$ cat config.mk
export PLATFORM = sky130hd
export DESIGN_NAME = prio_irq_ctrl
export DESIGN_NICKNAME = d
export VERILOG_FILES = /design/src/rtl/prio_irq_pkg.sv /design/src/rtl/irq_mask_split.sv /design/src/rtl/irq_fixed_pick.sv /design/src/rtl/irq_nest_track.sv /design/src/rtl/prio_irq_ctrl.sv
export SDC_FILE = /design/constraint.sdc
export NUM_CORES = 1
export LEC_CHECK = 0
export CAP_MARGIN = 20
export CELL_PAD_IN_SITES_DETAIL_PLACEMENT = 0
export CELL_PAD_IN_SITES_GLOBAL_PLACEMENT = 1
export CORE_UTILIZATION = 34
export CTS_CLUSTER_SIZE = 16
export DETAILED_ROUTE_END_ITERATION = 10
export HOLD_SLACK_MARGIN = 0.05
export PLACE_DENSITY = 0.79
export SETUP_SLACK_MARGIN = 0.2
export SLEW_MARGIN = 20
export SYNTH_ARGS = -nofsm -noshare
export SYNTH_HDL_FRONTEND = slang
export SYNTH_SLANG_ARGS = --single-unit
$ cat constraint.sdc
create_clock -name clk -period 2.2 [get_ports clk]
set_input_delay 0.44 -clock clk [delete_from_list [all_inputs] [get_ports clk]]
set_output_delay 0.44 -clock clk [all_outputs]
set_load 0.005 [all_outputs]
$ cat src/rtl/prio_irq_pkg.sv
package prio_irq_pkg;
  localparam int unsigned VEC_W      = 16;
  localparam int unsigned VEC_STRIDE = 8;
  localparam int unsigned VEC_OFS    = 3;

  typedef enum logic {
    LVL_LOW  = 1'b0,
    LVL_HIGH = 1'b1
  } irq_lvl_e;

  // Handler entry address of a slot.
  function automatic logic [VEC_W-1:0] slot_vector(input int unsigned slot);
    return VEC_W'(slot * VEC_STRIDE + VEC_OFS);
  endfunction
endpackage

$ cat src/rtl/irq_mask_split.sv
module irq_mask_split #(
  parameter int N = 22
) (
  input  logic [N-1:0] pend_i,
  input  logic [N-1:0] en_i,
  input  logic         gen_i,
  input  logic [N-1:0] lvl_i,
  output logic [N-1:0] hi_o,
  output logic [N-1:0] lo_o
);
  logic [N-1:0] elig;

  // A flag counts only when both its own and the global enable are set.
  assign elig = pend_i & en_i & {N{gen_i}};
  assign hi_o = elig & lvl_i;
  assign lo_o = elig & ~lvl_i;
endmodule

$ cat src/rtl/irq_fixed_pick.sv
module irq_fixed_pick #(
  parameter int N  = 22,
  parameter int IW = 5
) (
  input  logic [N-1:0]  req_i,
  output logic          found_o,
  output logic [IW-1:0] idx_o
);
  // Lowest set bit wins: scan downward so the last hit is the smallest slot.
  always_comb begin
    found_o = 1'b0;
    idx_o   = '0;
    for (int i = N - 1; i >= 0; i--) begin
      if (req_i[i]) begin
        found_o = 1'b1;
        idx_o   = IW'(i);
      end
    end
  end
endmodule

$ cat src/rtl/irq_nest_track.sv
module irq_nest_track (
  input  logic clk,
  input  logic rst_n,
  input  logic ack_i,
  input  logic ack_hi_i,
  input  logic ret_i,
  output logic lo_q_o,
  output logic hi_q_o
);
  logic lo_n, hi_n;

  always_comb begin
    lo_n = lo_q_o;
    hi_n = hi_q_o;
    if (ret_i) begin
      if (hi_q_o) hi_n = 1'b0;
      else        lo_n = 1'b0;
    end
    if (ack_i) begin
      if (ack_hi_i) hi_n = 1'b1;
      else          lo_n = 1'b1;
    end
  end

  always_ff @(posedge clk) begin
    if (!rst_n) begin
      lo_q_o <= 1'b0;
      hi_q_o <= 1'b0;
    end else begin
      lo_q_o <= lo_n;
      hi_q_o <= hi_n;
    end
  end


  ret_keep_lo_chk: assert property (@(posedge clk) disable iff (!rst_n)
    (ret_i && hi_q_o && lo_q_o) |=> lo_q_o);
endmodule

$ cat src/rtl/prio_irq_ctrl.sv
module prio_irq_ctrl
  import prio_irq_pkg::*;
#(
  parameter int               N_SRC    = 22,
  parameter logic [N_SRC-1:0] AUTO_CLR = N_SRC'(10)
) (
  input  logic             clk,
  input  logic             rst_n,
  input  logic [N_SRC-1:0] pend_i,
  input  logic             cfg_mask_we,
  input  logic [N_SRC-1:0] cfg_en_d,
  input  logic             cfg_gen_d,
  input  logic             cfg_lvl_we,
  input  logic [N_SRC-1:0] cfg_lvl_d,
  input  logic             ack_i,
  input  logic             ret_i,
  output logic             irq_req_o,
  output logic [15:0]      irq_vec_o,
  output logic [N_SRC-1:0] clr_o
);
  localparam int IW = (N_SRC > 1) ? $clog2(N_SRC) : 1;
  localparam logic [N_SRC-1:0] ONE = N_SRC'(1);

  // configuration registers
  logic [N_SRC-1:0] en_q, lvl_cfg_q;
  logic             gen_q;

  always_ff @(posedge clk) begin
    if (!rst_n) begin
      en_q      <= '0;
      gen_q     <= 1'b0;
      lvl_cfg_q <= '0;
    end else begin
      if (cfg_mask_we) begin
        en_q  <= cfg_en_d;
        gen_q <= cfg_gen_d;
      end
      if (cfg_lvl_we) lvl_cfg_q <= cfg_lvl_d;
    end
  end

  // level split and per-level fixed-order pick
  logic [1:0][N_SRC-1:0] lvl_req;
  logic [1:0]            lvl_found;
  logic [1:0][IW-1:0]    lvl_idx;

  irq_mask_split #(.N(N_SRC)) u_split (
    .pend_i (pend_i),
    .en_i   (en_q),
    .gen_i  (gen_q),
    .lvl_i  (lvl_cfg_q),
    .hi_o   (lvl_req[1]),
    .lo_o   (lvl_req[0])
  );

  for (genvar g = 0; g < 2; g++) begin : g_pick
    irq_fixed_pick #(.N(N_SRC), .IW(IW)) u_pick (
      .req_i   (lvl_req[g]),
      .found_o (lvl_found[g]),
      .idx_o   (lvl_idx[g])
    );
  end

  // winner and in-service gating
  logic     insvc_lo, insvc_hi;
  logic     win_any, grant_ok, ack_fire;
  irq_lvl_e win_lvl;
  logic [IW-1:0] win_idx;

  assign win_any  = |lvl_found;
  assign win_lvl  = lvl_found[1] ? LVL_HIGH : LVL_LOW;
  assign win_idx  = lvl_found[1] ? lvl_idx[1] : lvl_idx[0];
  assign grant_ok = win_any && !insvc_hi && (!insvc_lo || win_lvl == LVL_HIGH);

  // registered request, held until acknowledged
  logic          req_r;
  logic [15:0]   vec_r;
  logic [IW-1:0] idx_r;
  irq_lvl_e      lvl_r;

  assign ack_fire = ack_i && req_r;

  always_ff @(posedge clk) begin
    if (!rst_n) begin
      req_r <= 1'b0;
      vec_r <= '0;
      idx_r <= '0;
      lvl_r <= LVL_LOW;
    end else if (req_r) begin
      if (ack_i) req_r <= 1'b0;
    end else if (grant_ok) begin
      req_r <= 1'b1;
      vec_r <= slot_vector(int'(win_idx));
      idx_r <= win_idx;
      lvl_r <= win_lvl;
    end
  end

  irq_nest_track u_nest (
    .clk      (clk),
    .rst_n    (rst_n),
    .ack_i    (ack_fire),
    .ack_hi_i (lvl_r == LVL_HIGH),
    .ret_i    (ret_i),
    .lo_q_o   (insvc_lo),
    .hi_q_o   (insvc_hi)
  );

  for (genvar s = 0; s < N_SRC; s++) begin : g_clr
    assign clr_o[s] = AUTO_CLR[s] && ack_fire && (idx_r == IW'(s));
  end

  assign irq_req_o = req_r;
  assign irq_vec_o = vec_r;


  vec_range_chk: assert property (@(posedge clk) disable iff (!rst_n)
    req_r |-> (vec_r[2:0] == 3'd3) && (vec_r <= slot_vector(N_SRC - 1)));


  vec_stable_chk: assert property (@(posedge clk) disable iff (!rst_n)
    (req_r && !ack_i) |=> (req_r && $stable(vec_r)));


  mask_gate_chk: assert property (@(posedge clk) disable iff (!rst_n)
    $rose(req_r) |-> $past(gen_q));


  hi_block_chk: assert property (@(posedge clk) disable iff (!rst_n)
    (!req_r && insvc_hi) |=> !req_r);


  preempt_lvl_chk: assert property (@(posedge clk) disable iff (!rst_n)
    ($rose(req_r) && insvc_lo) |-> (lvl_r == LVL_HIGH));


  level_win_chk: assert property (@(posedge clk) disable iff (!rst_n)
    ($rose(req_r) && lvl_r == LVL_LOW) |-> ($past(lvl_req[1]) == '0));


  pick_lowest_chk: assert property (@(posedge clk) disable iff (!rst_n)
    lvl_found[1] |-> (lvl_req[1][lvl_idx[1]] &&
                      ((lvl_req[1] & ((ONE << lvl_idx[1]) - ONE)) == '0)));


  clr_drop_chk: assert property (@(posedge clk) disable iff (!rst_n)
    (|clr_o) |=> !req_r);
endmodule

==> summary.txt, run 1 <==
Layout
  – Final core utilization: 0.516
  – Signed area change from the synthesized netlist to the final layout: 46.1%
  – Count of antenna diodes in the layout: 0
  – Share of final-layout standard cells stronger than drive strength 1: 0.196
  – Layout net count: 566
  – Post-layout instance area: 0.00481 mm²

Floorplanning
  – Top-level I/O count: 112
  – Effective utilization at floorplan: 0.353
  – Horizontal extent of the die: 100 µm
  – Height of the chip: 100 µm
  – Die area: 0.0101 mm²
  – Placeable Area: 0.00933 mm²
  – Number of placement rows: 35

Route
  – Iteration count of the initial detailed-routing pass: 4
  – Detailed-route DRC error count: 0
  – Wire length per cell after detailed routing: 14.5 µm
  – Remaining number of nets flagged by the antenna check after routing: 0
  – DR vias: 3,020
  – Total Wirelength: 9040 µm
  – Iteration-0 DRC Markers: 77
  – Vias per std cell: 4.85

STA
  – Final critical delay including setup and external delays: 2.04 ns
  – Fin Setup TNS: 0 ns
  – Number of hold violations in the final report: 0
  – Maximum operating frequency: 491 MHz
  – Normalized max-slew margin: 0.630
  – Slew @ Worst Pin: 0.551 ns
  – Largest clock skew in the final design: 0.00476 ns
  – Worst hold slack: 0.509 ns
  – Final max-slew violation count: 0
  – RSZ-0062 raised after global routing: true
  – Post-route clock period utilization: 0.925
  – Final setup violating endpoints: 0

Synthesis
  – Netlist area before placement: 0.00329 mm²
  – Sequential element share of the synthesized area: 0.334
  – Most common cell in the netlist: dfxtp_1
  – Cell variety after synth: 60
  – Number of enable-type register cells in the synthesized netlist: 0
  – Ranking of synthesized cells by instance count: dfxtp_1 (55), nor2b_1 (49), mux2i_1 (45)
  – Area leader, netlist: dfxtp_1
  – Async S/R FF share, synth: 0
  – Ranking of synthesized cells by area: dfxtp_1 (33%), mux2i_1 (14%), nor2b_1 (9.3%)
  – Synthesized area per cell: 9.13 µm²
  – Yosys Warn Count: 0
  – Total of flip-flops plus latches after synthesis: 55
  – Area share of the leading cell type in the synthesized netlist: 0.334
  – Synthesized instance count: 361
  – Top FF cell, synth: dfxtp_1

Run status
  – Run status: finished clean

Placement
  – Placer Congestion: 0.792
  – Count of port buffers added during placement: 82
  – Post-placement cell area: 0.00442 mm²
  – Detail Placement HPWL: 6630 µm

Clock tree
  – # clock sinks: 55
  – Cell at the root of the clock tree: clkbuf_8
  – Clock-pin slew on the worst setup and hold paths: 0.10 ns
  – CTS tree: yes
  – Total CTS buffers: 5
  – Buffer depth of the longest clock path: 2
  – Maximum level of the CTS H-tree: 2
  – Clock network latency to the later pin of the worst-skew pair: 0.30 ns

Critical path
  – Cell with the biggest individual delay on the critical path: clkdlybuf4s50_1
  – Critical path class: in -> reg
  – Cell Chain, Critical Path: clkdlybuf4s50_1 > nand4_1 > nand4_1 > nor4_4 > nand2_4 > a22o_4 > o21ai_1 > a21oi_1
  – Worst path max stage delay: 0.43 ns
  – Endpoint arrival time on the critical path: 2.23 ns
  – Top fanout value on the critical path: 8
  – Data required time at the worst endpoint: 2.40 ns
  – Most repeated library cell on the critical path: nand4_1
  – CP Capture Type: flop
  – Startpoint kind of the worst setup timing path: primary input

GRT
  – Global-route wire length before repair: 14,200 µm
  – Largest net degree at the start of global routing: 31
  – Total global routing track utilization: 0.180
  – Vias in the first global route: 2,870
  – Initial antenna violation count: 0
  – Total grt overflow: 0

Power
  – Power consumption: 2250 µW
  – Power Density: 468 mW/mm²
  – Largest voltage drop on the vdd net: 0.000241 V
  – Leakage: 0.00213 µW

Job
  – Number of max-cap violations: 0

Worst hold path
  – Classification of the worst-slack hold path: reg -> reg
flip-flops by register name, indices dropped and copies added, names as in the netlist:
name / flops
irq_vec_o: 1
u_nest.hi_q_o: 1
gen_q: 1
en_q: 22
lvl_r: 1
u_nest.lo_q_o: 1
irq_req_o: 1
idx_r: 5
lvl_cfg_q: 22
timing repair:
| item | CTS | global route |
|---|---|---|
| hold endpoints to repair | 0 | 0 |
| pin swaps | 21 | 13 |
| buffers inserted | 13 | 5 |
| gates cloned | 2 | 0 |
| hold buffers | 0 | 0 |
| setup endpoints to repair | 9 | 9 |
| resized for setup | 21 | 14 |
critical path, delay by kind of cell:
| kind | cells | cell delay (ns) |
|---|---|---|
| compound gates | 3 | 0.49 |
| simple gates | 4 | 0.87 |
| buf+inv | 1 | 0.43 |
through the flow:
step	std cells	setup WS [ns]
finish	623	0.165
global route	623	0.0492
CTS	618	0.184
detailed placement	595	-0.217
global placement	595	-0.245
floorplan	389	0.391
layer usage:
| layer | GRT usage | up-vias | share of wire |
|---|---|---|---|
| li1 | - | 1534 | - |
| met1 | 0.241 | 1383 | 0.47 |
| met2 | 0.301 | 94 | 0.47 |
| met3 | 0.0292 | 9 | 0.045 |
| met4 | 0.0457 | 0 | 0.011 |
| met5 | 0 | - | 0 |
logic make-up after synthesis:
family | share of synthesized area
other | 0.00114
multiplexers | 0.137
AO/OA/AOI/OAI | 0.122
buffers and inverters | 0.101
flip-flops | 0.334
AND/OR/NAND/NOR | 0.305
layout make-up:
class	count	area (µm²)
fillers	874	4510
multi-input cells	281	2060
clock buffers	8	100
inverters	6	22.5
flip-flops and latches	55	1110
repair buffers	144	1370
well taps	129	161
where the power goes:
| part | switching [µW] | internal [µW] | leakage [µW] | total [µW] |
|---|---|---|---|---|
| logic | 204 | 316 | 0.00162 | 520 |
| registers | 61.6 | 1060 | 0.000454 | 1130 |
| clock network | 320 | 288 | 0.0000515 | 608 |
| total | 585 | 1670 | 0.00213 | 2250 |
worst paths after layout:
| path | start | endpoint | slack, ns | depth (start not counted) |
|---|---|---|---|---|
| max | pend_i[12] | idx_r[0] | 0.16 | 8 |
| min | idx_r[3] | idx_r[3] | 0.51 | 2 |
| max reg2reg | gen_q | idx_r[1] | 0.17 | 8 |
| min reg2reg | idx_r[3] | idx_r[3] | 0.51 | 2 |
layout by cell type, fill, tap and decap left out, types with 8 or more instances in the layout:
cell type / Yosys / final
conb_1: 1 / 29
nor2_1: 13 / 13
and4b_1: 12 / 9
o21ai_0: 10 / 9
mux2i_1: 45 / 45
nand4_1: 27 / 27
clkdlybuf4s50_1: 0 / 73
nand3_1: 9 / 9
a21oi_1: 8 / 8
nand2_1: 13 / 13
buf_4: 31 / 56
nor2b_1: 49 / 49
nand4b_1: 9 / 9
dfxtp_1: 55 / 53
Note: power is estimated with default switching activity, not from simulation.
==> run 2, diff against run 1 <==
ABC_CLOCK_PERIOD_IN_PS = 2200   (was default)
CAP_MARGIN = default   (was 20)
==> results of run 2 <==
Same layout as run 1: the final DEF is identical, and so are final timing and power.
==> run 3, diff against run 2 <==
--- a/config.mk
+++ b/config.mk
@@ -10,7 +10,8 @@
 export CELL_PAD_IN_SITES_GLOBAL_PLACEMENT = 1
-export CORE_UTILIZATION = 34
+export CORE_UTILIZATION = 47
 export CTS_CLUSTER_SIZE = 16
 export DETAILED_ROUTE_END_ITERATION = 10
+export DONT_BUFFER_PORTS = 1
 export HOLD_SLACK_MARGIN = 0.05
-export PLACE_DENSITY = 0.79
+export PLACE_DENSITY = 0.78
 export SETUP_SLACK_MARGIN = 0.2
--- a/constraint.sdc
+++ b/constraint.sdc
@@ -3,2 +3,2 @@
 set_output_delay 0.44 -clock clk [all_outputs]
-set_load 0.005 [all_outputs]
+set_load 0.05 [all_outputs]
==> summary.txt, run 3 (synthesis gave the netlist of run 1 again) <==
Run status
  – Run status: finished clean (unchanged)

Floorplanning
  – Top-level I/O count: 112 (unchanged)
  – Placeable Area: 0.00679 mm² (was 0.00933 mm²)
  – Horizontal extent of the die: 85.7 µm (was 100 µm)
  – Effective utilization at floorplan: 0.485 (was 0.353)
  – Number of placement rows: 30 (was 35)
  – Height of the chip: 85.7 µm (was 100 µm)
  – Die area: 0.00735 mm² (was 0.0101 mm²)

Layout
  – Area occupied by multi-input gates: 0.00202 mm² (was 0.00206 mm²)
  – Most common library cell in the layout ignoring fill and taps: dfxtp_1 (was clkdlybuf4s50_1)
  – Commonest cells after routing, fill and taps aside: dfxtp_1 (54), nor2b_1 (49), mux2i_1 (45) (was clkdlybuf4s50_1 (73), buf_4 (56), dfxtp_1 (53))
  – Layout net count: 454 (was 566)
  – Register area: 0.00110 mm² (was 0.00111 mm²)
  – Number of cells in the finished layout apart from fillers: 478 (was 623)
  – Signed area change from the synthesized netlist to the final layout: 10.6% (was 46.1%)
  – Share of final-layout standard cells stronger than drive strength 1: 0.154 (was 0.196)
  – Post-layout instance area: 0.00364 mm² (was 0.00481 mm²)
  – Count of antenna diodes in the layout: 0 (unchanged)
  – Final core utilization: 0.536 (was 0.516)
  – Largest registers: en_q: 22 flops, lvl_cfg_q: 22 flops, idx_r: 5 flops (unchanged)
  – Number of fill cells in the layout: 647 (was 874)

Clock tree
  – # clock sinks: 55 (unchanged)
  – Total CTS buffers: 5 (unchanged)
  – CTS tree: yes (unchanged)
  – Clock network latency to the later pin of the worst-skew pair: 0.32 ns (was 0.30 ns)
  – Maximum level of the CTS H-tree: 2 (unchanged)
  – Clock-pin slew on the worst setup and hold paths: 0.11 ns (was 0.10 ns)
  – Buffer depth of the longest clock path: 2 (unchanged)
  – Cell at the root of the clock tree: clkbuf_8 (unchanged)

Worst hold path
  – Worst Hold Depth: 1 (was 2)
  – Classification of the worst-slack hold path: in -> reg (was reg -> reg)

Route
  – Vias per std cell: 5.42 (was 4.85)
  – Total Wirelength: 7790 µm (was 9040 µm)
  – Iteration count of the initial detailed-routing pass: 5 (was 4)
  – Iteration-0 DRC Markers: 135 (was 77)
  – Remaining number of nets flagged by the antenna check after routing: 0 (unchanged)
  – Wire length per cell after detailed routing: 16.3 µm (was 14.5 µm)
  – DR vias: 2,593 (was 3,020)
  – Detailed-route DRC error count: 0 (unchanged)

Placement
  – Cell count after placement: 453 (was 595)
  – Detail Placement HPWL: 5770 µm (was 6630 µm)
  – Worst slack at placement: 0.127 ns (was -0.217 ns)
  – Post-placement cell area: 0.00332 mm² (was 0.00442 mm²)
  – Count of port buffers added during placement: 0 (was 82)
  – Placer Congestion: 0.895 (was 0.792)

Critical path
  – Endpoint of the lowest-slack register-to-register path: idx_r[1] (unchanged)
  – Critical path class: reg -> reg (was in -> reg)
  – End of the critical path: idx_r[1] (was idx_r[0])
  – Worst-case register-to-register setup slack: 0.12 ns (was 0.17 ns)
  – Top fanout value on the critical path: 8 (unchanged)
  – Startpoint kind of the worst setup timing path: flop (was primary input)
  – Kind of cell with the highest combined delay on the critical path: simple AND/OR/NAND/NOR gates (unchanged)
  – Buffers plus inverters on the worst setup path: 1 (unchanged)
  – Worst R2R Start: gen_q (unchanged)
  – CP Capture Type: flop (unchanged)
  – First element of the critical path: gen_q (was pend_i[12])
  – Cell Chain, Critical Path: buf_8 > nand4_1 > nand4_1 > nor4_4 > nand2_4 > a22oi_4 > a21boi_1 > o31a_1 (was clkdlybuf4s50_1 > nand4_1 > nand4_1 > nor4_4 > nand2_4 > a22o_4 > o21ai_1 > a21oi_1)
  – Logic depth of the worst setup path including buffers: 8 (unchanged)
  – Data required time at the worst endpoint: 2.42 ns (was 2.40 ns)
  – Endpoint arrival time on the critical path: 2.30 ns (was 2.23 ns)
  – Worst r2r path cells: 8 (unchanged)
  – Worst path max stage delay: 0.44 ns (was 0.43 ns)
  – Most repeated library cell on the critical path: nand4_1 (unchanged)
  – Cell with the biggest individual delay on the critical path: nor4_4 (was clkdlybuf4s50_1)

Power
  – Power Density: 600 mW/mm² (was 468 mW/mm²)
  – Net switching power: 721 µW (was 585 µW)
  – Fraction of power consumed by combinational cells: 0.220 (was 0.231)
  – Clock network power share: 0.270 (about the same)
  – Switching power share of the total: 0.330 (was 0.260)
  – Total internal power: 1470 µW (was 1670 µW)
  – Sequential share of power: 0.510 (was 0.500)
  – Largest voltage drop on the vdd net: 0.000370 V (was 0.000241 V)
  – Leakage: 0.00161 µW (was 0.00213 µW)

STA
  – RSZ-0062 raised after global routing: true (unchanged)
  – Number of hold violations in the final report: 0 (unchanged)
  – Normalized max-slew margin: 0.615 (was 0.630)
  – Post-route clock period utilization: 0.947 (was 0.925)
  – Fin Setup TNS: 0 ns (unchanged)
  – Final critical delay including setup and external delays: 2.08 ns (was 2.04 ns)
  – Slew @ Worst Pin: 0.573 ns (was 0.551 ns)
  – Largest clock skew in the final design: 0.00775 ns (was 0.00476 ns)
  – Final setup violating endpoints: 0 (unchanged)
  – Maximum operating frequency: 480 MHz (was 491 MHz)
  – Final max-slew violation count: 0 (unchanged)
  – Setup slack of the critical path after layout: 0.116 ns (was 0.165 ns)

GRT
  – Global-route wire length before repair: 11,800 µm (was 14,200 µm)
  – Initial antenna violation count: 0 (unchanged)
  – Total grt overflow: 0 (unchanged)
  – Total global routing track utilization: 0.208 (was 0.180)
  – Vias in the first global route: 2,362 (was 2,870)
  – Largest net degree at the start of global routing: 56 (was 31)

Job
  – Number of max-cap violations: 0 (unchanged)
-- run 3: cell types whose count changed in the layout (fill, tap and decap cells not counted), sizes merged --
cell	delta
clkdlybuf4s50	-73
dlygate4sd2	-6
dlymetal6s2s	-3
inv	+1
buf	-31
clkbuf	-2
clkinvlp	+2
-- run 3: worst min-delay path by stage --
stage	to	startpoint	slack (ns)
floorplan	lvl_cfg_q[16]	lvl_cfg_q[16]	0.50
global placement	irq_vec_o[1]	irq_vec_o[1]	0.46
detailed placement	irq_vec_o[1]	irq_vec_o[1]	0.47
CTS	en_q[9]	rst_n	0.24
global route	en_q[21]	rst_n	0.24
finish	en_q[9]	rst_n	0.25
-- run 3: cell type report --
cell class / count / area share
Multi-Input combinational cell: 281 / 0.554
Sequential cell: 55 / 0.303
Timing Repair Buffer: 32 / 0.0783
Tap cell: 96 / 0.0330
Clock buffer: 5 / 0.0189
Clock inverter: 3 / 0.00652
Inverter: 6 / 0.00618
-- run 3: repair_timing --
action	CTS	global route
buffers inserted	7	9
pin swaps	6	10
setup endpoints to repair	7	8
resized for setup	11	8
gates cloned	0	1
hold buffers	0	0
endpoints found under the hold margin	0	0
-- run 3: stage by stage --
step / hold WS (ns) / total power, µW
after floorplan: 0.497 / 1590
after global placement: 0.458 / 1580
after detailed placement: 0.475 / 1590
after CTS: 0.241 / 2190
after global routing: 0.240 / 2280
final: 0.252 / 2190
-- run 3: power by group through the flow --
stage          Sequential, µW  Clock (µW)  Combinational [µW]
4_1_cts                  1120         607                 464
3_5_place_dp             1140           0                 451
6_report                 1120         591                 481
3_3_place_gp             1140           0                 446
5_1_grt                  1130         637                 514
2_1_floorplan            1190           0                 398
-- run 3: routing by layer --
metal	GRT usage	vias up	wire length, µm
li1	-	1307	-
met1	0.283	1183	3730
met2	0.320	95	3440
met3	0.0597	8	523
met4	0.0606	0	97
met5	0	-	0
